[src/rtl/remap_pkg.sv]
package remap_pkg;
   localparam int NUM_AX = 3;
   typedef logic [1:0] ax_sel_t;
   localparam ax_sel_t AX_X = 2'd0;
   localparam ax_sel_t AX_Y = 2'd1;
   localparam ax_sel_t AX_Z = 2'd2;
endpackage

[src/rtl/remap_carry.sv]
// Next value of the nested axis counters under a programmable carry order.
module remap_carry
   import remap_pkg::*;
#(
   parameter int DIM_W = 7
) (
   input  logic [NUM_AX-1:0][DIM_W-1:0] cnt,
   input  logic [NUM_AX-1:0][DIM_W-1:0] lim,
   input  ax_sel_t [NUM_AX-1:0]         ord,
   output logic [NUM_AX-1:0][DIM_W-1:0] nxt
);
   always_comb begin
      logic carry;
      ax_sel_t a;
      nxt   = cnt;
      carry = 1'b1;
      a     = AX_X;
      for (int k = 0; k < NUM_AX; k++) begin
         if (carry) begin
            a = ord[k];
            if (({1'b0, cnt[a]} + 1'b1) >= {1'b0, lim[a]}) begin
               nxt[a] = '0;
            end else begin
               nxt[a] = cnt[a] + 1'b1;
               carry  = 1'b0;
            end
         end
      end
   end
endmodule

[src/rtl/remap_mul.sv]
// Registered product of the two lower axis sizes (plane stride).
module remap_mul #(
   parameter int DIM_W = 7
) (
   input  logic               clk,
   input  logic               rst_n,
   input  logic [DIM_W-1:0]   a,
   input  logic [DIM_W-1:0]   b,
   output logic [2*DIM_W-1:0] p
);
   always_ff @(posedge clk) begin
      if (!rst_n) p <= '0;
      else        p <= (2*DIM_W)'(a) * (2*DIM_W)'(b);
   end
endmodule

[src/rtl/remap_fold.sv]
// Mask, mirror and fold the axis counters into one linear index.
module remap_fold
   import remap_pkg::*;
#(
   parameter int DIM_W = 7
) (
   input  logic [NUM_AX-1:0][DIM_W-1:0] cnt,
   input  logic [NUM_AX-1:0][DIM_W-1:0] lim,
   input  logic [NUM_AX-1:0]            mirror,
   input  logic [1:0]                   mask,
   input  logic [2*DIM_W-1:0]           plane,
   output logic [DIM_W-1:0]             idx
);
   localparam int SUM_W = 4 * DIM_W;

   logic [NUM_AX-1:0][DIM_W-1:0] term;
   logic [SUM_W-1:0]             sum;

   for (genvar g = 0; g < NUM_AX; g++) begin : g_axis
      assign term[g] = (mask > 2'(g)) ? '0 :
                       mirror[g]      ? (lim[g] - cnt[g] - 1'b1) :
                                        cnt[g];
   end

   assign sum = SUM_W'(term[0])
              + SUM_W'(term[1]) * SUM_W'(lim[0])
              + SUM_W'(term[2]) * SUM_W'(plane);
   assign idx = sum[DIM_W-1:0];
endmodule

[src/rtl/idx_remap.sv]
module idx_remap
   import remap_pkg::*;
#(
   parameter int DIM_W = 7,
   parameter int CNT_W = 16
) (
   input  logic             clk,
   input  logic             rst_n,
   input  logic             start,
   input  logic             step,
   input  logic [DIM_W-1:0] lim_x,
   input  logic [DIM_W-1:0] lim_y,
   input  logic [DIM_W-1:0] lim_z,
   input  logic [1:0]       ord_first,
   input  logic [1:0]       ord_mid,
   input  logic [1:0]       ord_last,
   input  logic [CNT_W-1:0] skip,
   input  logic [CNT_W-1:0] vlen,
   input  logic [CNT_W-1:0] resume_pos,
   input  logic [2:0]       mirror,
   input  logic [1:0]       mask_below,
   output logic             busy,
   output logic             valid,
   output logic [DIM_W-1:0] idx_out,
   output logic [CNT_W-1:0] elem_out
);
   localparam int REM_W = CNT_W + 1;

   if (DIM_W < 2 || DIM_W > 16) begin : g_bad_dim
      $error("idx_remap: DIM_W must lie in 2..16");
   end
   if (CNT_W < 2) begin : g_bad_cnt
      $error("idx_remap: CNT_W must be at least 2");
   end

   logic [NUM_AX-1:0][DIM_W-1:0] lim_in;
   logic [NUM_AX-1:0][DIM_W-1:0] cfg_lim;
   ax_sel_t [NUM_AX-1:0]         cfg_ord;
   logic [NUM_AX-1:0]            cfg_mirror;
   logic [1:0]                   cfg_mask;
   logic [CNT_W-1:0]             cfg_vlen;
   logic [NUM_AX-1:0][DIM_W-1:0] cnt_q;
   logic [NUM_AX-1:0][DIM_W-1:0] cnt_nxt;
   logic [REM_W-1:0]             rem_q;
   logic [CNT_W-1:0]             elem_q;
   logic [2*DIM_W-1:0]           plane;
   logic                         busy_q;
   logic                         valid_q;
   logic [CNT_W:0]               elem_inc;

   assign lim_in[0] = lim_x;
   assign lim_in[1] = lim_y;
   assign lim_in[2] = lim_z;
   assign elem_inc  = {1'b0, elem_q} + 1'b1;

   always_ff @(posedge clk) begin
      if (!rst_n) begin
         cfg_ord    <= {AX_Z, AX_Y, AX_X};
         cfg_mirror <= '0;
         cfg_mask   <= '0;
         cfg_vlen   <= '0;
      end else if (start) begin
         cfg_ord    <= {ord_last, ord_mid, ord_first};
         cfg_mirror <= mirror;
         cfg_mask   <= mask_below;
         cfg_vlen   <= vlen;
      end
   end

   for (genvar g = 0; g < NUM_AX; g++) begin : g_lim
      always_ff @(posedge clk) begin
         if (!rst_n)     cfg_lim[g] <= DIM_W'(1);
         else if (start) cfg_lim[g] <= (lim_in[g] == '0) ? DIM_W'(1) : lim_in[g];
      end
   end

   always_ff @(posedge clk) begin
      if (!rst_n) begin
         cnt_q   <= '0;
         rem_q   <= '0;
         elem_q  <= '0;
         busy_q  <= 1'b0;
         valid_q <= 1'b0;
      end else if (start) begin
         cnt_q   <= '0;
         rem_q   <= REM_W'(skip) + REM_W'(resume_pos);
         elem_q  <= resume_pos;
         busy_q  <= 1'b1;
         valid_q <= 1'b0;
      end else if (busy_q) begin
         if (rem_q != '0) begin
            cnt_q <= cnt_nxt;
            rem_q <= rem_q - 1'b1;
         end else begin
            busy_q  <= 1'b0;
            valid_q <= (elem_q < cfg_vlen);
         end
      end else if (valid_q && step) begin
         cnt_q   <= cnt_nxt;
         elem_q  <= elem_inc[CNT_W-1:0];
         valid_q <= (elem_inc < {1'b0, cfg_vlen});
      end
   end

   remap_carry #(.DIM_W(DIM_W)) u_carry (
      .cnt (cnt_q),
      .lim (cfg_lim),
      .ord (cfg_ord),
      .nxt (cnt_nxt)
   );

   remap_mul #(.DIM_W(DIM_W)) u_mul (
      .clk   (clk),
      .rst_n (rst_n),
      .a     (cfg_lim[0]),
      .b     (cfg_lim[1]),
      .p     (plane)
   );

   remap_fold #(.DIM_W(DIM_W)) u_fold (
      .cnt    (cnt_q),
      .lim    (cfg_lim),
      .mirror (cfg_mirror),
      .mask   (cfg_mask),
      .plane  (plane),
      .idx    (idx_out)
   );

   assign busy     = busy_q;
   assign valid    = valid_q;
   assign elem_out = elem_q;
endmodule

[config.mk]
export PLATFORM = sky130hd
export DESIGN_NAME = idx_remap
export DESIGN_NICKNAME = d
export VERILOG_FILES = /design/src/rtl/remap_pkg.sv /design/src/rtl/remap_carry.sv /design/src/rtl/remap_mul.sv /design/src/rtl/remap_fold.sv /design/src/rtl/idx_remap.sv
export SDC_FILE = /design/constraint.sdc
export NUM_CORES = 1
export LEC_CHECK = 0
export BUFFER_PORTS_ARGS = -buffer_cell sky130_fd_sc_hd__buf_2
export CAP_MARGIN = 0
export CORE_ASPECT_RATIO = 0.75
export CORE_UTILIZATION = 38
export CTS_CLUSTER_SIZE = 14
export DETAILED_ROUTE_END_ITERATION = 12
export PLACE_DENSITY = 0.66
export SYNTH_ARGS = -nofsm -noshare
export SYNTH_HDL_FRONTEND = slang
export SYNTH_SLANG_ARGS = --single-unit
[constraint.sdc]
create_clock -name clk -period 8.1 [get_ports clk]
set_input_delay 0 -clock clk [delete_from_list [all_inputs] [get_ports clk]]
set_output_delay 0 -clock clk [all_outputs]
set_load 0.01 [all_outputs]
==> metrics.md, run 1 <==
| Metric | Value |
|---|---|
| Status | finished, final reports clean |
| Final period util | 93.92% |
| RSZ-0062 raised after global routing | false |
| CP arrival | 7.61 ns |
| Synth warnings | 0 |
| Crit Path Class | reg2out |
| Clk slew on worst S/H paths | 0.09 ns |
| Final max-slew violation count | 0 |
| Most used DFF post-synth | dfxtp_1 |
| Vias in the first global route | 9969 |
| F_max | 131.5 MHz |
| Via-to-Cell Ratio | 5.561 |
| Port bufs | 108 |
| Initial DRC Count | 1101 |
| Cts bufs inserted | 9 |
| GRT Resource Usage Total | 23.00% |
| Post-synthesis cell type count | 75 |
| Hpwl dp | 27210 µm |
| Synth-to-layout area growth | 15.57% |
| Die area | 0.03097 mm² |
| Setup TNS | 0 ns |
| CTS tree | yes |
| Max VDD drop | 111.2 µV |
| IO Count | 109 |
| Slew HR | 37.74% |
| Starting Density | 39.12% |
| Area share of the largest cell type after synthesis | 19.33% |
| Global-route wire length before repair | 56150 µm |
| Max Buffers Root-to-Sink | 2 |
| Seq/Total Area, Yosys | 19.33% |
| FP Rows | 54 |
| Detailed Route WL | 35820 µm |
| Wire per inst | 18.37 µm |
| EDFF count, synth | 0 |
| Die width | 202.9 µm |
| Final-report setup violation count | 0 |
| CP required | 8.10 ns |
| Pin count of the biggest net entering global routing | 77 |
| Largest area contributor in the netlist | dfxtp_1 |
| Max-cap violation count | 0 |
| Most common cell after layout, fill and taps aside | nand2_1 |
| Core area | 0.02939 mm² |
| Nets | 1804 |
| Worst Setup End Kind | output pin |
| Synthesized area per cell | 8.069 µm² |
| Clk_lat worst skew | 0.38 ns |
| GP Congestion | 1.004 |
| Synth Cell Area | 0.01150 mm² |
| Number of diodes | 0 |
| Seq cells post-synth | 111 |
| Remaining DRCs | 0 |
| Synth async-reset ratio | 0% |
| Final Hold Viols | 0 |
| Initial antenna violation count | 0 |
| Crit-path max FO | 8 |
| # clock sinks | 111 |
| Die Y | 152.6 µm |
| Clock root cell | clkbuf_16 |
| Hold Crit Class | in2reg |
| Via count | 10840 |
| Hold Slack | 0.06262 ns |
| Pwr dens | 128.4 mW/mm² |
| Remaining antenna violation count | 0 |
| LEAKAGE | 5.844 nW |
| Dpl cells | 1868 |
| Gr ovfl total | 0 |
| Total iterations of the first detailed-routing run | 5 |
| Post-route insts no fill | 1950 |
| Share of layout cells above drive strength 1 | 10.27% |
| Worst-margin pin slew | 0.9328 ns |
| Commonest non-fill, non-tap cells in the layout | nand2_1, nor2_1, ha_1 |
| Post-route minimum period | 7.607 ns |
| Syn Nets | 1676 |
| CTS H-tree depth | 3 |
| Setup ws final | 0.4926 ns |
| CP startpoint kind | flip-flop |
| Mapped Cells | 1425 |
| Ranking of synthesized cells by area | dfxtp_1, ha_1, mux2i_1 |
| DP Worst Slack | 0.7650 ns |
| Core Util, Final | 45.21% |
| Clk_skew | 0.01824 ns |
[cells in the mapped netlist (3+ instances only)]
cell	number
dfxtp_1	111
clkbuf_1	47
o221ai_1	6
a32o_1	5
xor2_1	46
a21oi_1	83
buf_1	10
or2_2	4
nand3b_1	3
ha_1	130
nor3_1	23
a21o_1	24
nand2b_1	17
or3_1	8
nor2b_1	9
a211oi_1	23
xnor2_1	73
o22a_1	20
nor3b_1	5
mux2i_1	99
a211o_1	3
buf_4	5
inv_1	93
nor4_1	9
and2_1	47
nand3_1	17
o21a_1	12
nand2_1	156
nand4_1	6
o21bai_1	6
o21ai_0	46
a31oi_1	4
a21boi_0	3
buf_2	9
fa_1	37
nor2_1	131
o211ai_1	11
and3_1	7
o22ai_1	31
o32ai_1	5
[stage by stage]
step	area (µm²)	total power, mW
finish	13290	1.706
global route	13290	1.807
CTS	13280	1.705
detailed placement	12330	1.220
global placement	12330	1.208
floorplan	11500	1.054
[logic make-up (layout without fill, tap and decap cells)]
family | Yosys count | after routing | share of synthesized area (%)
XOR/XNOR | 121 | 121 | 9.402
AND/OR/NAND/NOR | 455 | 455 | 18.59
buffers and inverters | 166 | 299 | 5.811
multiplexers | 99 | 99 | 8.618
adder cells (fa/ha/maj) | 167 | 167 | 20.59
AO/OA/AOI/OAI | 306 | 306 | 17.67
flip-flops | 111 | 111 | 19.33
[critical path, stage by stage, from the launching register on]
cell	delay [ns]
dfxtp_1	0.40
inv_1	0.10
ha_1	0.18
inv_1	0.06
fa_1	0.40
nor2b_1	0.17
o21a_1	0.14
o221ai_1	0.15
a21oi_2	0.23
nand2_1	0.11
fa_1	0.53
fa_1	0.55
inv_1	0.05
fa_1	0.52
fa_1	0.44
fa_1	0.52
fa_1	0.49
ha_1	0.35
a21o_1	0.19
a21oi_1	0.17
xor2_1	0.19
xnor2_1	0.15
xnor2_1	0.15
xnor2_1	0.16
xnor2_1	0.16
xnor2_1	0.14
xnor3_1	0.39
buf_2	0.15
[layer usage]
| layer | vias to the layer above | part of all wire (%) | GRT usage (%) |
|---|---|---|---|
| li1 | 5224 | - | - |
| met1 | 5110 | 50 | 36.72 |
| met2 | 478 | 39 | 31.07 |
| met3 | 31 | 9.4 | 4.555 |
| met4 | 0 | 1.1 | 4.189 |
| met5 | - | 0 | 0 |
[power by group]
| part | internal [mW] | total (mW) | switching, mW | leakage (nW) |
|---|---|---|---|---|
| combinational | 0.268 | 0.607 | 0.338 | 4.79 |
| clock | 0.218 | 0.459 | 0.241 | 0.139 |
| sequential | 0.580 | 0.641 | 0.0602 | 0.914 |
[flip-flops by register name, indices dropped and copies added, names as in the netlist]
name and cells:
elem_out 16, busy 1, cnt_q 21, cfg_vlen 16
cfg_mask 2, cfg_ord 6, u_mul.p 7, cfg_mirror 3
cfg_lim 21, rem_q 17, valid 1
[final cells by class]
cell class	instances	area, µm²
clock buffer	10	229.0
fill	2866	16100
timing repair buffer	190	1324
inverter	93	349.1
multi-input combinational	1148	8612
tap	392	490.5
clock inverter	6	61.31
sequential	111	2223
[worst paths after layout]
check                   start           to  slack, ns  depth (start not counted)
setup / recovery    cnt_q[14]   idx_out[6]       0.49                         27
hold / removal       lim_z[0]  cfg_lim[14]       0.06                          5
setup reg to reg   cfg_ord[3]     cnt_q[8]       3.20                         16
hold reg to reg   cfg_vlen[8]  cfg_vlen[8]       0.49                          2
[repair_timing]
action / in CTS / in global routing
endpoints found under the setup margin: 0 / 1
setup buffers: 0 / 0
hold buffers: 66 / 0
endpoints found under the hold margin: 64 / 0
gates resized for setup: 0 / 2
(Power assumes the default switching activity.)
==> run 2: changes to the inputs <==
==> constraint.sdc (replaced) <==
create_clock -name clk -period 9.6 [get_ports clk]
set_input_delay 0 -clock clk [delete_from_list [all_inputs] [get_ports clk]]
set_output_delay 0 -clock clk [all_outputs]
set_load 0.01 [all_outputs]
==> run 2 against run 1 <==
  * Die area stayed put
  * Clock power is 14% lower
  * Sequential share of layout area is 0.070 points higher
  * Via count is 1.4% lower
  * Hold slack worse by 0.050 ns
  * Global-route usage is 0.25 points lower
  * Sequential cell count stayed put
  * Critical path depth is 1 higher
  * Combinational power is 16% lower
  * Largest cell class unchanged
  * Routed wire length is 1.0% lower
==> metrics.md, run 2 (synthesis gave the netlist of run 1 again) <==
| Metric | Value |
|---|---|
| Status | finished, final reports clean |
| Wire per inst | 18.24 µm (-0.69%) |
| Initial antenna violation count | 0 (unchanged) |
| Hold Crit Class | in2reg |
| Hpwl dp | 26880 µm (-1.2%) |
| LEAKAGE | 5.825 nW (-0.32%) |
| CP peak stage delay | 0.71 ns (+0.16 ns) |
| Number of diodes | 0 (unchanged) |
| Nets | 1797 (-0.39%) |
| Setup TNS | 0 ns (unchanged) |
| Max Buffers Root-to-Sink | 2 (unchanged) |
| Max VDD drop | 91.51 µV (-18%) |
| Worst Setup End Kind | output pin |
| FF-to-FF End | cnt_q[8] |
| CP arrival | 7.75 ns (+0.14 ns) |
| GRT Resource Usage Total | 22.75% (-0.25 points) |
| Worst Hold Depth | 4 (-1) |
| CP startpoint kind | flip-flop |
| Hold Path Sink | rem_q[0] |
| Via count | 10690 (-1.4%) |
| Clk_skew | 0.01528 ns (-0.002968 ns) |
| Cts bufs inserted | 9 (unchanged) |
| CP Buf/Inv Count | 4 (unchanged) |
| Global-route wire length before repair | 55340 µm (-1.4%) |
| IO Count | 109 (unchanged) |
| Final-report setup violation count | 0 (unchanged) |
| Initial DRC Count | 999 (-9.3%) |
| Core Util, Final | 45.00% (-0.21 points) |
| CP top delay family | adder cells |
| # clock sinks | 111 (unchanged) |
| Final period util | 80.76% |
| Die area | 0.03097 mm² (unchanged) |
| FP Rows | 54 (unchanged) |
| Slowest-stage cell, CP | dfxtp_1 |
| Remaining DRCs | 0 (unchanged) |
| Crit Path Class | reg2out |
| Reg2reg setup slack | 4.90 ns (+1.70 ns) |
| Starting Density | 39.12% (unchanged) |
| Vias in the first global route | 10000 (+0.33%) |
| Port bufs | 108 (unchanged) |
| Worst reg-to-reg path cell count | 16 (unchanged) |
| Post-route minimum period | 7.753 ns |
| Synth-to-layout area growth | 15.03% |
| Pin count of the biggest net entering global routing | 77 (unchanged) |
| F_max | 129.0 MHz |
| Via-to-Cell Ratio | 5.502 (-1.1%) |
| Remaining antenna violation count | 0 (unchanged) |
| Commonest non-fill, non-tap cells in the layout | nand2_1, nor2_1, ha_1 |
| Most frequent cell on the critical path | fa_1 |
| CP required | 9.60 ns (+1.50 ns) |
| Detailed Route WL | 35450 µm (-1.0%) |
| RSZ-0062 raised after global routing | false |
| Pwr dens | 108.9 mW/mm² (-15%) |
| Clk slew on worst S/H paths | 0.09 ns (about the same) |
| Total iterations of the first detailed-routing run | 5 (unchanged) |
| Final max-slew violation count | 0 (unchanged) |
| Clock root cell | clkbuf_16 |
| Hold_sp | skip[0] |
| Max-cap violation count | 0 (unchanged) |
| Slew HR | 40.11% (+2.4 points) |
| Core area | 0.02939 mm² (unchanged) |
| Share of layout cells above drive strength 1 | 10.19% (-0.083 points) |
| Worst-margin pin slew | 0.8974 ns (-0.03539 ns) |
| Clk_lat worst skew | 0.38 ns (about the same) |
| Post-cts sizing count | 0 (unchanged) |
| CTS H-tree depth | 3 (unchanged) |
| Most common cell after layout, fill and taps aside | nand2_1 |
| GP Congestion | 0.9696 (-3.4%) |
| Largest registers | cfg_lim x21, cnt_q x21, rem_q x17 |
| Die Y | 152.6 µm (unchanged) |
| Die width | 202.9 µm (unchanged) |
| Crit-path max FO | 19 (+11) |
| CTS tree | yes |
| Gr ovfl total | 0 (unchanged) |
| Final Hold Viols | 0 (unchanged) |
| R2R Path Start | cfg_ord[3] |
## run 2: cell count changes in the layout (fill, tap and decap cells not counted)
cell / delta
clkinv_4: +2
a21oi_1: +1
inv_6: -2
dfxtp_2: -1
clkbuf_1: -1
clkbuf_8: +1
dfxtp_1: +1
buf_4: -1
dlygate4sd3_1: -6
a21oi_2: -1
## run 2: how the worst max path moves through the flow
| stage | to | cells after the start | startpoint |
|---|---|---|---|
| global route | idx_out[6] | 28 | cfg_lim[0] |
| finish | idx_out[6] | 28 | cfg_lim[0] |
| floorplan | idx_out[6] | 27 | cnt_q[14] |
| CTS | idx_out[6] | 28 | cfg_lim[0] |
| detailed placement | idx_out[6] | 28 | cfg_lim[0] |
| global placement | idx_out[6] | 28 | cfg_lim[0] |
## run 2: worst min-delay path, stage by stage
cell,delay (ns)
buf_2,0.10
ha_1,0.13
a21oi_1,0.06
nor2_1,0.07
## run 2: per-stage QoR
stage	hold WS, ns	instance area (µm²)	setup slack (ns)	power, mW	cells
2_1_floorplan	0.1286	11500	2.758	0.8890	1425
3_3_place_gp	0.2278	12330	2.348	1.020	1867
3_5_place_dp	0.2387	12330	2.248	1.027	1867
4_1_cts	0.002171	13230	1.818	1.441	1943
5_1_grt	0.02206	13230	1.356	1.524	1943
6_report	0.01290	13230	1.847	1.441	1943
## run 2: final cells by class
type	count	area, µm²
Sequential cell	111	2222
Clock inverter	6	61.31
Inverter	93	349.1
Tap cell	392	490.5
Multi-Input combinational cell	1148	8608
Timing Repair Buffer	183	1256
Fill cell	2876	16160
Clock buffer	10	239.0
## run 2: per-layer routing
metal | vias to the layer above | GRT usage [%] | wire length, µm
met3 | 38 | 6.501 | 3859
met5 | - | 0 | 0
met1 | 4985 | 35.21 | 17460
li1 | 5205 | - | -
met4 | 0 | 4.511 | 447
met2 | 462 | 30.40 | 13680
## run 2: what timing repair did
item / 4_1_cts / 5_1_grt
hold endpoints to repair: 61 / 0
buffers inserted: 0 / 0
hold buffers: 60 / 0
## run 2: power breakdown
| part | internal, mW | total [mW] | leakage (nW) | switching, mW |
|---|---|---|---|---|
| clock | 0.190 | 0.394 | 0.144 | 0.204 |
| combinational | 0.224 | 0.507 | 4.77 | 0.283 |
| sequential | 0.490 | 0.540 | 0.914 | 0.0500 |
| total | 0.904 | 1.44 | 5.82 | 0.537 |
==> run 3: changes to the inputs <==
--- a/config.mk
+++ b/config.mk
@@ -11,7 +11,7 @@
 export CORE_UTILIZATION = 38
 export CTS_CLUSTER_SIZE = 14
 export DETAILED_ROUTE_END_ITERATION = 12
-export PLACE_DENSITY = 0.66
+export PLACE_DENSITY = 0.68
 export SYNTH_ARGS = -nofsm -noshare
 export SYNTH_HDL_FRONTEND = slang
 export SYNTH_SLANG_ARGS = --single-unit
==> constraint.sdc (replaced) <==
create_clock -name clk -period 6.3 [get_ports clk]
set_input_delay 0 -clock clk [delete_from_list [all_inputs] [get_ports clk]]
set_output_delay 0 -clock clk [all_outputs]
set_load 0.01 [all_outputs]
==> run 3 against run 2 <==
  * The flow now finishes with violations (negative setup slack)
  * Sequential power increased by 50%
  * Routed wire length increased by 7.6%
  * Hold slack improved by 0.0050 ns
  * Power increased by 56%
  * Largest cell class unchanged
  * Sequential cell count unchanged
  * Count of clock-buffer cells in the layout increased by 2
  * Non-clock buffer count increased by 65
  * Sequential share of layout area decreased by 0.67 points
  * Critical path depth decreased by 1
  * Combinational power increased by 67%
==> metrics.md, run 3 (synthesis gave the netlist of run 1 again) <==
| Metric | Value |
|---|---|
| Clk slew on worst S/H paths | 0.08 ns (about the same) |
| Reg2reg setup slack | 1.53 ns (-3.37 ns) |
| Hpwl dp | 29710 µm (+11%) |
| Number of diodes | 0 (unchanged) |
| Via count | 10990 (+2.8%) |
| Pwr dens | 163.4 mW/mm² (+50%) |
| Core area | 0.02939 mm² (unchanged) |
| Slew HR | 37.64% (-2.5 points) |
| # clock sinks | 111 (unchanged) |
| Met3 GRT Util | 6.972% (+0.47 points) |
| Wire per inst | 18.99 µm (+4.1%) |
| Synth-to-layout area growth | 19.99% |
| M2 GR Usage | 34.03% (+3.6 points) |
| Post-route minimum period | 6.844 ns |
| Crit-path max FO | 4 (-15) |
| Status | complete, but fails checks |
| Detailed Route WL | 38130 µm (+7.6%) |
| GP Congestion | 0.9863 (+1.7%) |
| Starting Density | 39.12% (unchanged) |
| FP Rows | 54 (unchanged) |
| Gr ovfl total | 0 (unchanged) |
| DP Worst Slack | -0.2721 ns (-2.520 ns) |
| CP peak stage delay | 0.55 ns (-0.16 ns) |
| Final period util | 108.6% |
| Initial DRC Count | 859 (-14%) |
| DP Area | 0.01289 mm² (+4.6%) |
| Clk_lat worst skew | 0.36 ns (-0.02 ns) |
| Total iterations of the first detailed-routing run | 5 (unchanged) |
| Most common cell after layout, fill and taps aside | nand2_1 |
| Pin count of the biggest net entering global routing | 77 (unchanged) |
| Share of layout cells above drive strength 1 | 15.66% (+5.5 points) |
| Remaining antenna violation count | 0 (unchanged) |
| Cts bufs inserted | 9 (unchanged) |
| IO Count | 109 (unchanged) |
| Max Buffers Root-to-Sink | 2 (unchanged) |
| Hold Crit Class | in2reg |
| Die area | 0.03097 mm² (unchanged) |
| Clk_skew | 0.008209 ns (-0.007066 ns) |
| GR Util met1 | 36.81% (+1.6 points) |
| Port bufs | 108 (unchanged) |
| Setup TNS | -0.5440 ns (-0.5440 ns) |
| Commonest non-fill, non-tap cells in the layout | nand2_1, nor2_1, ha_1 |
| Final Hold Viols | 0 (unchanged) |
| CP required | 6.30 ns (-3.30 ns) |
| Setup ws final | -0.5440 ns (-2.391 ns) |
| CP arrival | 6.84 ns (-0.91 ns) |
| Slowest-stage cell, CP | fa_1 |
| Final max-slew violation count | 0 (unchanged) |
| Crit Path Class | reg2out |
| Clock root cell | clkbuf_16 |
| Largest registers | cfg_lim x21, cnt_q x21, rem_q x17 |
| Global-route wire length before repair | 59930 µm (+8.3%) |
| Post-route insts no fill | 2008 (+3.3%) |
| Failing checks | negative setup slack |
| Nets | 1862 (+3.6%) |
| Hold Slack | 0.01786 ns (+0.004959 ns) |
| Fin area | 0.01380 mm² (+4.3%) |
| Dpl cells | 1936 (+3.7%) |
| GRT busiest layer | met1 |
| Max VDD drop | 130.9 µV (+43%) |
| RSZ-0062 raised after global routing | true |
| Worst-margin pin slew | 0.9354 ns (+0.03794 ns) |
| F_max | 146.1 MHz |
| Die width | 202.9 µm (unchanged) |
| Via-to-Cell Ratio | 5.473 (-0.52%) |
| GRT Resource Usage Total | 24.71% (+2.0 points) |
| Vias in the first global route | 10810 (+8.0%) |
| Worst Setup End Kind | output pin |
| Remaining DRCs | 0 (unchanged) |
| Final-report setup violation count | 1 (+1) |
| Die Y | 152.6 µm (unchanged) |
| Max-cap violation count | 0 (unchanged) |
| CTS tree | yes |
| LEAKAGE | 6.158 nW (+5.7%) |
| CTS H-tree depth | 3 (unchanged) |
| CP startpoint kind | flip-flop |
| Initial antenna violation count | 0 (unchanged) |
run 3: timing repair:
| item | CTS | global route |
|---|---|---|
| buffers inserted | 2 | 1 |
| endpoints found under the hold margin | 53 | 0 |
| resized for setup | 6 | 9 |
| pin swaps | 15 | 7 |
| setup endpoints to repair | 1 | 1 |
| cloned | 0 | 0 |
| hold buffers | 53 | 0 |
run 3: through the flow:
stage                     power [mW]  util (%)
after floorplan                1.359         -
after global placement         1.604     43.87
after detailed placement       1.620     43.87
after CTS                      2.249     46.81
after global routing           2.385     46.94
final                          2.254     46.94
run 3: layer usage:
metal / share of wire (%) / vias up
met5: 0 / -
met4: 1.9 / 0
met1: 48 / 5199
met3: 10 / 46
met2: 40 / 413
li1: - / 5332
run 3: critical path, delay by kind of cell, from the launching register on:
kind / cells / cell delay [ns]
buf+inv: 6 / 0.43
simple gates: 2 / 0.22
fa+ha+maj: 8 / 3.37
flops: 1 / 0.44
xor+xnor: 7 / 1.20
compound gates: 4 / 0.83
run 3: power breakdown:
| part | total [mW] | leakage [nW] | switching [mW] | internal (mW) |
|---|---|---|---|---|
| Clock | 0.596 | 0.147 | 0.289 | 0.307 |
| Sequential | 0.810 | 0.915 | 0.0637 | 0.746 |
| Combinational | 0.848 | 5.10 | 0.467 | 0.381 |
run 3: cell type report:
| type | count | area, µm² |
|---|---|---|
| Multi-Input combinational cell | 1148 | 8702 |
| Inverter | 93 | 349.1 |
| Clock inverter | 4 | 36.28 |
| Clock buffer | 12 | 266.5 |
| Timing Repair Buffer | 248 | 1727 |
| Sequential cell | 111 | 2226 |
| Fill cell | 2866 | 15590 |
| Tap cell | 392 | 490.5 |
run 3: final timing paths:
kind,from,to,cells after the start
min reg2reg,cfg_vlen[11],cfg_vlen[11],2
min,skip[0],rem_q[0],4
max reg2reg,cfg_ord[2],cnt_q[7],16
max,cfg_lim[8],idx_out[6],27
